`src/rtl/am_pkg.sv`:
```
package am_pkg;

    localparam int DATA_W = 32;

    // channel register offsets
    localparam logic [7:0] OFF_CTRL   = 8'h00;
    localparam logic [7:0] OFF_UP_WM  = 8'h04;
    localparam logic [7:0] OFF_LO_WM  = 8'h08;
    localparam logic [7:0] OFF_INIT   = 8'h0C;
    localparam logic [7:0] OFF_AUP_WM = 8'h10;
    localparam logic [7:0] OFF_ALO_WM = 8'h14;
    localparam logic [7:0] OFF_WEIGHT = 8'h18;
    localparam logic [7:0] OFF_AVG    = 8'h20;
    localparam logic [7:0] OFF_STAT   = 8'h24;

    // global register offsets
    localparam logic [7:0] GOFF_PEND   = 8'h00;
    localparam logic [7:0] GOFF_PERIOD = 8'h04;

    // control fields
    localparam int B_EN       = 31;
    localparam int B_CUP_EN   = 30;
    localparam int B_CDN_EN   = 29;
    localparam int B_AUP_EN   = 21;
    localparam int B_ADN_EN   = 20;
    localparam int B_PERIODIC = 18;
    localparam int CUP_LSB    = 26;
    localparam int CDN_LSB    = 23;
    localparam int RUN_W      = 3;
    localparam int K_LSB      = 10;
    localparam int K_W        = 3;

    // status flags live in bits 31..28; stored as a 4-bit vector
    localparam int FLAG_LSB = 28;
    localparam int F_CUP    = 3;
    localparam int F_CDN    = 2;
    localparam int F_AUP    = 1;
    localparam int F_ADN    = 0;

    typedef enum logic [1:0] {
        CH_OFF  = 2'd0,
        CH_RUN  = 2'd1,
        CH_EVAL = 2'd2
    } ch_state_e;

endpackage

```
`src/rtl/am_period_timer.sv`:
```
module am_period_timer #(
    parameter int PER_W = 8
) (
    input  logic             clk,
    input  logic             rst_n,
    input  logic             per_wr,
    input  logic [PER_W-1:0] per_wdata,
    input  logic             ms_tick,
    output logic             period_end,
    output logic [PER_W-1:0] period_q
);

    logic [PER_W-1:0] tick_cnt;

    always_ff @(posedge clk or negedge rst_n) begin
        if (!rst_n) begin
            period_q   <= '0;
            tick_cnt   <= '0;
            period_end <= 1'b0;
        end else begin
            period_end <= 1'b0;
            if (per_wr) begin
                period_q <= per_wdata;
                tick_cnt <= '0;
            end else if (ms_tick) begin
                if (tick_cnt == period_q) begin
                    tick_cnt   <= '0;
                    period_end <= 1'b1;
                end else begin
                    tick_cnt <= tick_cnt + 1'b1;
                end
            end
        end
    end

    AST_TICK_BOUND: assert property (@(posedge clk) disable iff (!rst_n) tick_cnt <= period_q) else $error("tick count past period");
    AST_END_FROM_TICK: assert property (@(posedge clk) disable iff (!rst_n) period_end |-> $past(ms_tick)) else $error("period end without tick");

endmodule

```
`src/rtl/am_channel.sv`:
```
module am_channel
    import am_pkg::*;
#(
    parameter int DW = DATA_W
) (
    input  logic          clk,
    input  logic          rst_n,
    input  logic          wr,
    input  logic [7:0]    offset,
    input  logic [DW-1:0] wdata,
    input  logic          ev,
    input  logic          period_end,
    output logic [DW-1:0] rdata,
    output logic          irq
);

    ch_state_e state, nxt;

    logic [DW-1:0]    ctrl_q, up_wm, lo_wm, init_q, aup_wm, alo_wm, weight_q;
    logic [DW-1:0]    avg_q, acc_q, sample_q;
    logic [RUN_W-1:0] up_run, dn_run, up_run_n, dn_run_n;
    logic [3:0]       flags_q, set_bits, flag_mask;

    wire ctrl_wr = wr && (offset == OFF_CTRL);
    wire stat_wr = wr && (offset == OFF_STAT);
    wire [RUN_W-1:0] up_num = ctrl_q[CUP_LSB +: RUN_W];
    wire [RUN_W-1:0] dn_num = ctrl_q[CDN_LSB +: RUN_W];
    wire [K_W:0]     shamt  = {1'b0, ctrl_q[K_LSB +: K_W]} + 1'b1;
    wire sample_now = (state == CH_RUN) && period_end && ctrl_q[B_PERIODIC];

    // saturating accumulation
    logic [DW:0]   acc_sum;
    logic [DW-1:0] acc_inc;
    assign acc_sum = {1'b0, acc_q} + {1'b0, weight_q};
    assign acc_inc = acc_sum[DW] ? '1 : acc_sum[DW-1:0];

    // signed smoothing step
    logic signed [DW:0] diff, step, avg_sum;
    logic [DW-1:0]      avg_nxt;
    assign diff    = $signed({1'b0, sample_q}) - $signed({1'b0, avg_q});
    assign step    = diff >>> shamt;
    assign avg_sum = $signed({1'b0, avg_q}) + step;
    assign avg_nxt = avg_sum[DW-1:0];

    // state register
    always_ff @(posedge clk or negedge rst_n) begin
        if (!rst_n) state <= CH_OFF;
        else        state <= nxt;
    end

    // next state
    always_comb begin
        nxt = state;
        unique case (state)
            CH_OFF:  if (ctrl_wr && wdata[B_EN]) nxt = CH_RUN;
            CH_RUN:  if (ctrl_wr && !wdata[B_EN]) nxt = CH_OFF;
                     else if (sample_now)         nxt = CH_EVAL;
            CH_EVAL: if (ctrl_wr && !wdata[B_EN]) nxt = CH_OFF;
                     else                         nxt = CH_RUN;
            default: nxt = CH_OFF;
        endcase
    end

    // evaluation of one closed period
    always_comb begin
        set_bits = '0;
        up_run_n = up_run;
        dn_run_n = dn_run;
        if (state == CH_EVAL) begin
            if (ctrl_q[B_CUP_EN] && (sample_q > up_wm)) begin
                if (up_run == up_num) begin
                    set_bits[F_CUP] = 1'b1;
                    up_run_n        = '0;
                end else begin
                    up_run_n = up_run + 1'b1;
                end
            end else begin
                up_run_n = '0;
            end
            if (ctrl_q[B_CDN_EN] && (sample_q < lo_wm)) begin
                if (dn_run == dn_num) begin
                    set_bits[F_CDN] = 1'b1;
                    dn_run_n        = '0;
                end else begin
                    dn_run_n = dn_run + 1'b1;
                end
            end else begin
                dn_run_n = '0;
            end
            if (ctrl_q[B_AUP_EN] && (avg_nxt > aup_wm)) set_bits[F_AUP] = 1'b1;
            if (ctrl_q[B_ADN_EN] && (avg_nxt < alo_wm)) set_bits[F_ADN] = 1'b1;
        end
    end

    // datapath and registers
    always_ff @(posedge clk or negedge rst_n) begin
        if (!rst_n) begin
            ctrl_q   <= '0;
            up_wm    <= '0;
            lo_wm    <= '0;
            init_q   <= '0;
            aup_wm   <= '0;
            alo_wm   <= '0;
            weight_q <= '0;
            avg_q    <= '0;
            acc_q    <= '0;
            sample_q <= '0;
            up_run   <= '0;
            dn_run   <= '0;
            flags_q  <= '0;
        end else begin
            if (wr) begin
                case (offset)
                    OFF_UP_WM:  up_wm    <= wdata;
                    OFF_LO_WM:  lo_wm    <= wdata;
                    OFF_INIT:   init_q   <= wdata;
                    OFF_AUP_WM: aup_wm   <= wdata;
                    OFF_ALO_WM: alo_wm   <= wdata;
                    OFF_WEIGHT: weight_q <= wdata;
                    default: ;
                endcase
            end

            if (sample_now) begin
                sample_q <= acc_q;
                acc_q    <= ev ? weight_q : '0;
            end else if ((state != CH_OFF) && ev) begin
                acc_q <= acc_inc;
            end

            if (state == CH_EVAL) avg_q <= avg_nxt;
            up_run <= up_run_n;
            dn_run <= dn_run_n;

            flags_q <= (flags_q & ~(stat_wr ? wdata[FLAG_LSB +: 4] : 4'b0)) | set_bits;

            if (ctrl_wr) begin
                ctrl_q <= wdata;
                up_run <= '0;
                dn_run <= '0;
                if (!wdata[B_EN]) acc_q <= '0;
                if (wdata[B_EN] && (state == CH_OFF)) avg_q <= init_q;
            end
        end
    end

    assign flag_mask = {ctrl_q[B_CUP_EN], ctrl_q[B_CDN_EN], ctrl_q[B_AUP_EN], ctrl_q[B_ADN_EN]};
    assign irq       = |(flags_q & flag_mask);

    always_comb begin
        case (offset)
            OFF_CTRL:   rdata = ctrl_q;
            OFF_UP_WM:  rdata = up_wm;
            OFF_LO_WM:  rdata = lo_wm;
            OFF_INIT:   rdata = init_q;
            OFF_AUP_WM: rdata = aup_wm;
            OFF_ALO_WM: rdata = alo_wm;
            OFF_WEIGHT: rdata = weight_q;
            OFF_AVG:    rdata = avg_q;
            OFF_STAT:   rdata = {flags_q, {FLAG_LSB{1'b0}}};
            default:    rdata = '0;
        endcase
    end

    AST_EVAL_SINGLE: assert property (@(posedge clk) disable iff (!rst_n) (state == CH_EVAL) |=> (state != CH_EVAL)) else $error("evaluation lasted two cycles");
    AST_AVG_BETWEEN: assert property (@(posedge clk) disable iff (!rst_n) (state == CH_EVAL) |=> (($past(sample_q) >= $past(avg_q)) ? (avg_q >= $past(avg_q) && avg_q <= $past(sample_q)) : (avg_q <= $past(avg_q) && avg_q >= $past(sample_q)))) else $error("average left its range");
    AST_UP_RUN_BOUND: assert property (@(posedge clk) disable iff (!rst_n) up_run <= up_num) else $error("above run overflow");
    AST_DN_RUN_BOUND: assert property (@(posedge clk) disable iff (!rst_n) dn_run <= dn_num) else $error("below run overflow");
    AST_CLEAR_WINS: assert property (@(posedge clk) disable iff (!rst_n) (stat_wr && (state != CH_EVAL)) |=> ((flags_q & $past(wdata[FLAG_LSB +: 4])) == 4'b0)) else $error("flag survived clear");
    AST_OFF_NO_COUNT: assert property (@(posedge clk) disable iff (!rst_n) (state == CH_OFF) |-> (acc_q == '0)) else $error("stopped channel counted");
    AST_AVG_HELD_OFF: assert property (@(posedge clk) disable iff (!rst_n) ((state == CH_OFF) && !(ctrl_wr && wdata[B_EN])) |=> $stable(avg_q)) else $error("stopped average moved");

endmodule

```
`src/rtl/am_activity_monitor.sv`:
```
module am_activity_monitor
    import am_pkg::*;
#(
    parameter int NUM_CH = 2,
    parameter int PER_W  = 8,
    parameter int ADDR_W = 12
) (
    input  logic              clk,
    input  logic              rst_n,
    input  logic              reg_wr,
    input  logic [ADDR_W-1:0] reg_addr,
    input  logic [31:0]       reg_wdata,
    output logic [31:0]       reg_rdata,
    input  logic              ms_tick,
    input  logic [NUM_CH-1:0] ev_pulse,
    output logic              irq,
    output logic [NUM_CH-1:0] chan_pending
);

    localparam int REGION_W = ADDR_W - 8;

    wire [REGION_W-1:0] region = reg_addr[ADDR_W-1:8];
    wire [7:0]          offset = reg_addr[7:0];

    logic             period_end;
    logic [PER_W-1:0] period_q;
    logic [31:0]      ch_rdata [NUM_CH];
    logic [NUM_CH-1:0] ch_irq;

    am_period_timer #(.PER_W(PER_W)) timer_i (
        .clk        (clk),
        .rst_n      (rst_n),
        .per_wr     (reg_wr && (region == '0) && (offset == GOFF_PERIOD)),
        .per_wdata  (reg_wdata[PER_W-1:0]),
        .ms_tick    (ms_tick),
        .period_end (period_end),
        .period_q   (period_q)
    );

    for (genvar c = 0; c < NUM_CH; c++) begin : g_ch
        am_channel #(.DW(32)) ch_i (
            .clk        (clk),
            .rst_n      (rst_n),
            .wr         (reg_wr && (region == REGION_W'(c + 1))),
            .offset     (offset),
            .wdata      (reg_wdata),
            .ev         (ev_pulse[c]),
            .period_end (period_end),
            .rdata      (ch_rdata[c]),
            .irq        (ch_irq[c])
        );
    end

    always_comb begin
        reg_rdata = '0;
        if (region == '0) begin
            if (offset == GOFF_PEND)        reg_rdata[NUM_CH-1:0] = ch_irq;
            else if (offset == GOFF_PERIOD) reg_rdata[PER_W-1:0]  = period_q;
        end
        for (int c = 0; c < NUM_CH; c++) begin
            if (region == REGION_W'(c + 1)) reg_rdata = ch_rdata[c];
        end
    end

    assign chan_pending = ch_irq;
    assign irq          = |ch_irq;

endmodule

```
`config.mk`:
```
export PLATFORM = sky130hd
export DESIGN_NAME = am_activity_monitor
export DESIGN_NICKNAME = d
export VERILOG_FILES = /design/src/rtl/am_pkg.sv /design/src/rtl/am_period_timer.sv /design/src/rtl/am_channel.sv /design/src/rtl/am_activity_monitor.sv
export SDC_FILE = /design/constraint.sdc
export NUM_CORES = 2
export LEC_CHECK = 0
export CAP_MARGIN = 30
export CELL_PAD_IN_SITES_DETAIL_PLACEMENT = 0
export CELL_PAD_IN_SITES_GLOBAL_PLACEMENT = 1
export CORE_MARGIN = 8
export CORE_UTILIZATION = 46
export CTS_CLUSTER_DIAMETER = 80
export DETAILED_ROUTE_END_ITERATION = 7
export DONT_BUFFER_PORTS = 1
export GPL_ROUTABILITY_DRIVEN = 0
export PLACE_DENSITY = 0.85
export SLEW_MARGIN = 20
export SYNTH_ARGS = -nofsm -noshare
export SYNTH_HDL_FRONTEND = slang
export SYNTH_SLANG_ARGS = --single-unit
```
`constraint.sdc`:
```
create_clock -name clk -period 6.4 [get_ports clk]
set_input_delay 0.64 -clock clk [delete_from_list [all_inputs] [get_ports clk]]
set_output_delay 0.64 -clock clk [all_outputs]
set_load 0.05 [all_outputs]
```
---- After elaboration in Yosys (flattened, before gate mapping) ----
Cells that the tools add are included.
storage, ports and cells
  flip-flop bits (word level) ............. 681
  bits of input ports ..................... 50
  logic and storage cells ................. 214
operators by class
  add/sub/neg operators ................... 13
  $lt $le $gt $ge ......................... 8
  equal/unequal tests ..................... 23
  shift-type cells ........................ 2
  muxes and demuxes ....................... 74
  bitwise gates (word level) .............. 8
  reductions and logical operators ........ 55
operators with widths
  cell                 count
  $mux 32              20
  $pmux 32 s9          2
  $gt 32x32->1         4
  $lt 32x32->1         4
  $add 32x32->33       2
  $sshr 33x4->32       2
  $sub 32x32->33       2
  $add 32x32->32       2
  $mux 3               16
  $mux 8               5
  $logic_and 1x1->1    28
  $reduce_and 2->1     14
  $eq 8x5->1 const B   3
  $mux 1               17
  $and 4x4->4          4
  $eq 8x4->1 const B   2
  $eq 8x6->1 const B   2
  $mux 4               4
  $mux 2               7
  $add 3x1->3 const B  4
  $eq 3x3->1           4
  $pmux 2 s3           2
  $reduce_bool 2->1    5
  $add 3x1->4 const B  2
  other kinds (18)     26

---- Depth between registers and ports, before layout ----
  word-level depth ........................ 8
  mapped depth ............................ 36
  mapped depth without buffers ............ 36

---- By module ----
A second synthesis with hierarchy kept.
unflattened totals
  cell total of the unflattened synthesis .. 5472
  area, all modules ....................... 49952.9 µm²
modules (own cells, without submodules)
  module                     instances  cells an instance  area an instance (µm²)  sequential area each (µm²)
  am_channel (g_ch[1].ch_i)  1          2680               24389.6                 8308.0
  am_channel (g_ch[0].ch_i)  1          2635               24004.3                 8308.0
  am_period_timer            1          69                 824.5                   425.4
  am_activity_monitor        1          88                 734.5                   0.0

---- Worst setup path after synthesis ----
Ideal clock, no wire load.
  path type ............................... register to register
  start ................................... register g_ch[0].ch_i.avg_q[0]
  end ..................................... register g_ch[0].ch_i.flags_q[1]
  setup time .............................. 0.126 ns
  data arrival time ....................... 6.560 ns
  data required time ...................... 6.274 ns
  path slack .............................. -0.286 ns
  cell stages (with the launch flop) ...... 31
  path buffers ............................ 0
  period minus slack after synthesis ...... 6.686 ns
  cell sequence ........................... dfrtp_1 ha_1 fa_1 nor2b_1 o31ai_1 a2111o_1 a31oi_1 nor2_1 xor2_1 mux2_2 mux4_2 a21oi_1 ha_1 a211oi_1 o21ai_0 a32oi_1 o21ai_0 a21o_1 a21oi_1 xnor2_1 ha_1 a21o_1 a21o_1 a21o_1 a21oi_1 nor2b_1 o21ai_0 nand2b_1 a21oi_1 o221ai_1 a221o_1
on the way
  longest elaborated chain between the ends .. 8
ends and longest elaborated chain
  element                 line               source
  from (decl)             am_channel.sv:20   logic [DW-1:0] avg_q, acc_q, sample_q;
  from (signal assigned)  am_channel.sv:131  if (state == CH_EVAL) avg_q <= avg_nxt;
  from (signal assigned)  am_channel.sv:142  if (wdata[B_EN] && (state == CH_OFF)) avg_q <= init_q;
  $sub 32x32->33          am_channel.sv:40   assign diff = $signed({1'b0, sample_q}) - $signed({1'b0, avg_q});
  $sshr 33x4->32          am_channel.sv:41   assign step = diff >>> shamt;
  $add 32x32->32 (*)      am_channel.sv:42   assign avg_sum = $signed({1'b0, avg_q}) + step;
  $gt 32x32->1 (*)        am_channel.sv:90   if (ctrl_q[B_AUP_EN] && (avg_nxt > aup_wm)) set_bits[F_AUP] = 1'b1;
  $logic_and 1x1->1 (*)   am_channel.sv:90
  $mux 1 (*)              am_channel.sv:90
  $mux 4 (*)              am_channel.sv:69   if (state == CH_EVAL) begin
  $or 4x4->4 (*)          am_channel.sv:135  flags_q <= (flags_q & ~(stat_wr ? wdata[FLAG_LSB +: 4] : 4'b0)) | set_bits;
  to (signal assigned)    am_channel.sv:135
  to (decl)               am_channel.sv:22   logic [3:0] flags_q, set_bits, flag_mask;
Every way passes the cells marked *; elsewhere a longest branch is shown, timed or not.
A chain may end at the register's enable or synchronous reset.

---- Worst setup path after layout ----
  start ................................... register g_ch[1].ch_i.sample_q[4]
  end ..................................... register g_ch[1].ch_i.flags_q[0]
on the way
  longest elaborated chain between the ends .. 8
ends and longest elaborated chain
  element                 line               source
  from (decl)             am_channel.sv:20
  from (signal assigned)  am_channel.sv:125  sample_q <= acc_q;
  $sub 32x32->33          am_channel.sv:40
  $sshr 33x4->32          am_channel.sv:41
  $add 32x32->32          am_channel.sv:42
  $lt 32x32->1            am_channel.sv:91   if (ctrl_q[B_ADN_EN] && (avg_nxt < alo_wm)) set_bits[F_ADN] = 1'b1;
  $logic_and 1x1->1       am_channel.sv:91
  $mux 1                  am_channel.sv:91
  $mux 4                  am_channel.sv:69
  $or 4x4->4              am_channel.sv:135
  to (signal assigned)    am_channel.sv:135
  to (decl)               am_channel.sv:22
Every way passes these cells.

==> metrics.yaml <==
status: "finished, violations left"
violations: "hold timing, setup timing"
syn_area_um2: 50250
rows: 121
synth_area_leader_cell: "dfrtp_1"
yosys.area_share.simple_pct: 14.18
pin_count: 85
p_sw_share_pct: 25.10
first_global_vias: 46840
cp_common_cell: "buf_4"
setup_viol_count_final: 4
die_area_um2: 120100
endpoint_kind: "flip-flop"
io_buffers: 0
cp.required_ps: 6940
cp_slowest_cell: "or4_4"
clkSinkCount: 681
die_w_um: 346.5
clkSlewWorstSetupHoldPaths_ps: 60
hold_ws_ps: -68.35
synth_top_area_share_pct: 33.91
synthArstFlopShare_pct: 100.0
dpl.hpwl_um: 139300
tns_ps: -1727
pwr-share-clk_pct: 47.1
synthFlopType: "dfrtp_1"
synth_adder_area_share_pct: 11.42
antenna_found_initial: 6
grt_pass1_wl_um: 285200
synthesis.nets: 6104
hold_viol_final: 24
vias: 48000
ys_types: 89
combPwrFrac_pct: 10.0
htreeDepth: 3
ys_top_cells_by_count: "nand2_1, dfrtp_1, ha_1"
synth_top_family_by_area: "compound AO/OA/AOI/OAI gates"
cp_num_cells: 30
synthXorXnorAreaFrac_pct: 3.242
yosysWarnings: 0
drtPass1Iterations: 6
drtIter0Drc: 5477
cp_max_fo: 4
skew_ps: 36.08
synth_compound_area_share_pct: 20.91
slowest_delay_ps: 570
fp.coreArea_um2: 108600
maxSlewViolCount: 0
wl_per_cell_um: 24.62
final_nets: 6704
finalCritPeriodShare_pct: 108.5
cts_tree: "built"
switchingPower_uw: 2579
worst-path-buf-inv: 3
start_util_pct: 46.30
synth_edf_count: 0
grt_use_total_pct: 30.21
viasPerCell: 6.247
hold_path.class: "primary input to async pin"
grt_max_degree: 682
fillers: 9474
antenna_left: 0
cp-start-kind: "flip-flop"
rsz0062_at_grt: "true"
peakVddDrop_uv: 190.2
globalRouteOverflowTotal: 0
drcViolationCount: 0
yosysMostFrequentCell: "nand2_1"
ys_ff_latch: 681
crit_type: "flip-flop to flip-flop"
preCtsSetupSlack_ps: -1009
max-slew-margin-rel_pct: 29.20
layout-drive-gt1-share_pct: 25.75
drv_cap: 0
worstMarginPinSlew_ps: 1059
postSynthAreaPerCell_um2: 8.976
internal-power_uw: 7695
yosysSeqAreaShare_pct: 33.91
numCtsBuffers: 78
cts_max_path_buffers: 3
clk_latency_ps: 660
period_needed_ps: 6941
synthMuxAreaShare_pct: 11.10
synth_area_leaders: "dfrtp_1, ha_1, mux2_2"
p_per_area_nw_per_um2: 167.6
clock_tree.root_cell: "clkbuf_16"
placed_area_um2: 56900
final_cell_area_um2: 61290
p_seq_share_pct: 42.8
die_h_um: 346.5
leakage_uw: 0.03010
wirelength_um: 189200
ff2ff_path_depth: 30
syn_inst: 5599
arrival_ps: 7480
maxClockFrequency_ghz: 0.1441
area_growth_pct: 21.96
crit_family: "compound AO/OA/AOI/OAI gates"
setup_ws_ps: -540.9
## area by class of cell
type,count,area (µm²),area share [%]
Inverter,400,1501,2.450
Clock buffer,106,2281,3.722
Multi-Input combinational cell,4220,31790,51.88
Timing Repair Buffer,818,6404,10.45
Antenna cell,7,17.52,0.02858
Clock inverter,38,479.2,0.7819
Tap cell,1414,1769,2.887
Sequential cell,681,17040,27.81
## worst paths after layout
path	from	to	slack [ps]
setup / recovery	g_ch[1].ch_i.sample_q[4]	g_ch[1].ch_i.flags_q[0]	-540
hold / removal	rst_n	g_ch[1].ch_i.acc_q[28]	-70
setup reg to reg	g_ch[1].ch_i.sample_q[4]	g_ch[1].ch_i.flags_q[0]	-540
hold reg to reg	g_ch[0].ch_i.ctrl_q[0]	g_ch[0].ch_i.ctrl_q[0]	480
max in group asynchronous	rst_n	g_ch[0].ch_i.lo_wm[2]	5020
min in group clk	reg_wdata[23]	g_ch[0].ch_i.ctrl_q[23]	80
## cells in the final DEF, fill, tap and decap left out, types with 15 or more instances in the layout
cell type / n
a221o_1: 15
nand3_1: 97
and3_1: 32
nor2b_1: 42
or3_1: 24
inv_1: 396
o21ai_1: 33
mux2i_1: 57
xor2_1: 66
clkinv_2: 17
mux2_2: 408
nor2_1: 272
a21o_1: 174
and2_1: 29
a21oi_2: 33
a221oi_1: 37
o21bai_1: 18
nor3_1: 60
nand4_1: 101
buf_4: 792
o221ai_1: 63
xnor2_1: 105
dfrtp_1: 679
nand2_1: 748
a31oi_1: 49
ha_1: 433
o211ai_1: 40
clkbuf_8: 16
a211oi_1: 43
o21ai_0: 170
or2_2: 18
o31ai_1: 18
a22oi_1: 216
nand2b_1: 44
o21a_1: 68
a21oi_1: 285
a22o_1: 43
clkbuf_16: 81
## cell families (layout without fill, tap and decap cells)
family / count (synthesis) / count (layout)
other: 0 / 7
flip-flops: 681 / 681
buffers and inverters: 698 / 1362
AND/OR/NAND/NOR: 1572 / 1572
adder cells (fa/ha/maj): 455 / 455
multiplexers: 488 / 488
AO/OA/AOI/OAI: 1519 / 1519
XOR/XNOR: 186 / 186
## worst register-to-register path, delay by kind of cell, from the launching register on
kind,cells,cell delay (ps)
fa+ha+maj,3,840
flops,1,410
compound gates,15,2920
simple gates,7,1720
buf+inv,3,520
mux,2,430
## power by group through the flow
stage                     combinational, µW  clock [µW]  sequential (µW)
after floorplan                         545           0             4460
after global placement                  815           0             4470
after detailed placement                835           0             4480
after CTS                               884        4870             4400
after global routing                   1130        5060             4400
final                                  1030        4840             4400
## metrics by stage
step                total power, µW  cells  utilization (%)
floorplan                      5002   5599                -
global placement               5290   7466            52.34
detailed placement             5311   7474            52.42
CTS                           10150   7646            55.70
global route                  10590   7677            56.45
finish                        10270   7684            56.46
## per-layer routing
layer | part of all wire, % | track usage, %
met3 | 12 | 8.728
met2 | 42 | 45.19
met5 | 0 | 0
met1 | 41 | 40.14
met4 | 5.5 | 14.29
## repair_timing
| action | CTS | global route |
|---|---|---|
| resized for setup | 133 | 101 |
| endpoints found under the setup margin | 4 | 4 |
| pin swaps | 90 | 60 |
| setup buffers | 28 | 25 |
| endpoints found under the hold margin | 681 | 41 |
No activity file was read; power rests on OpenSTA's default activity.
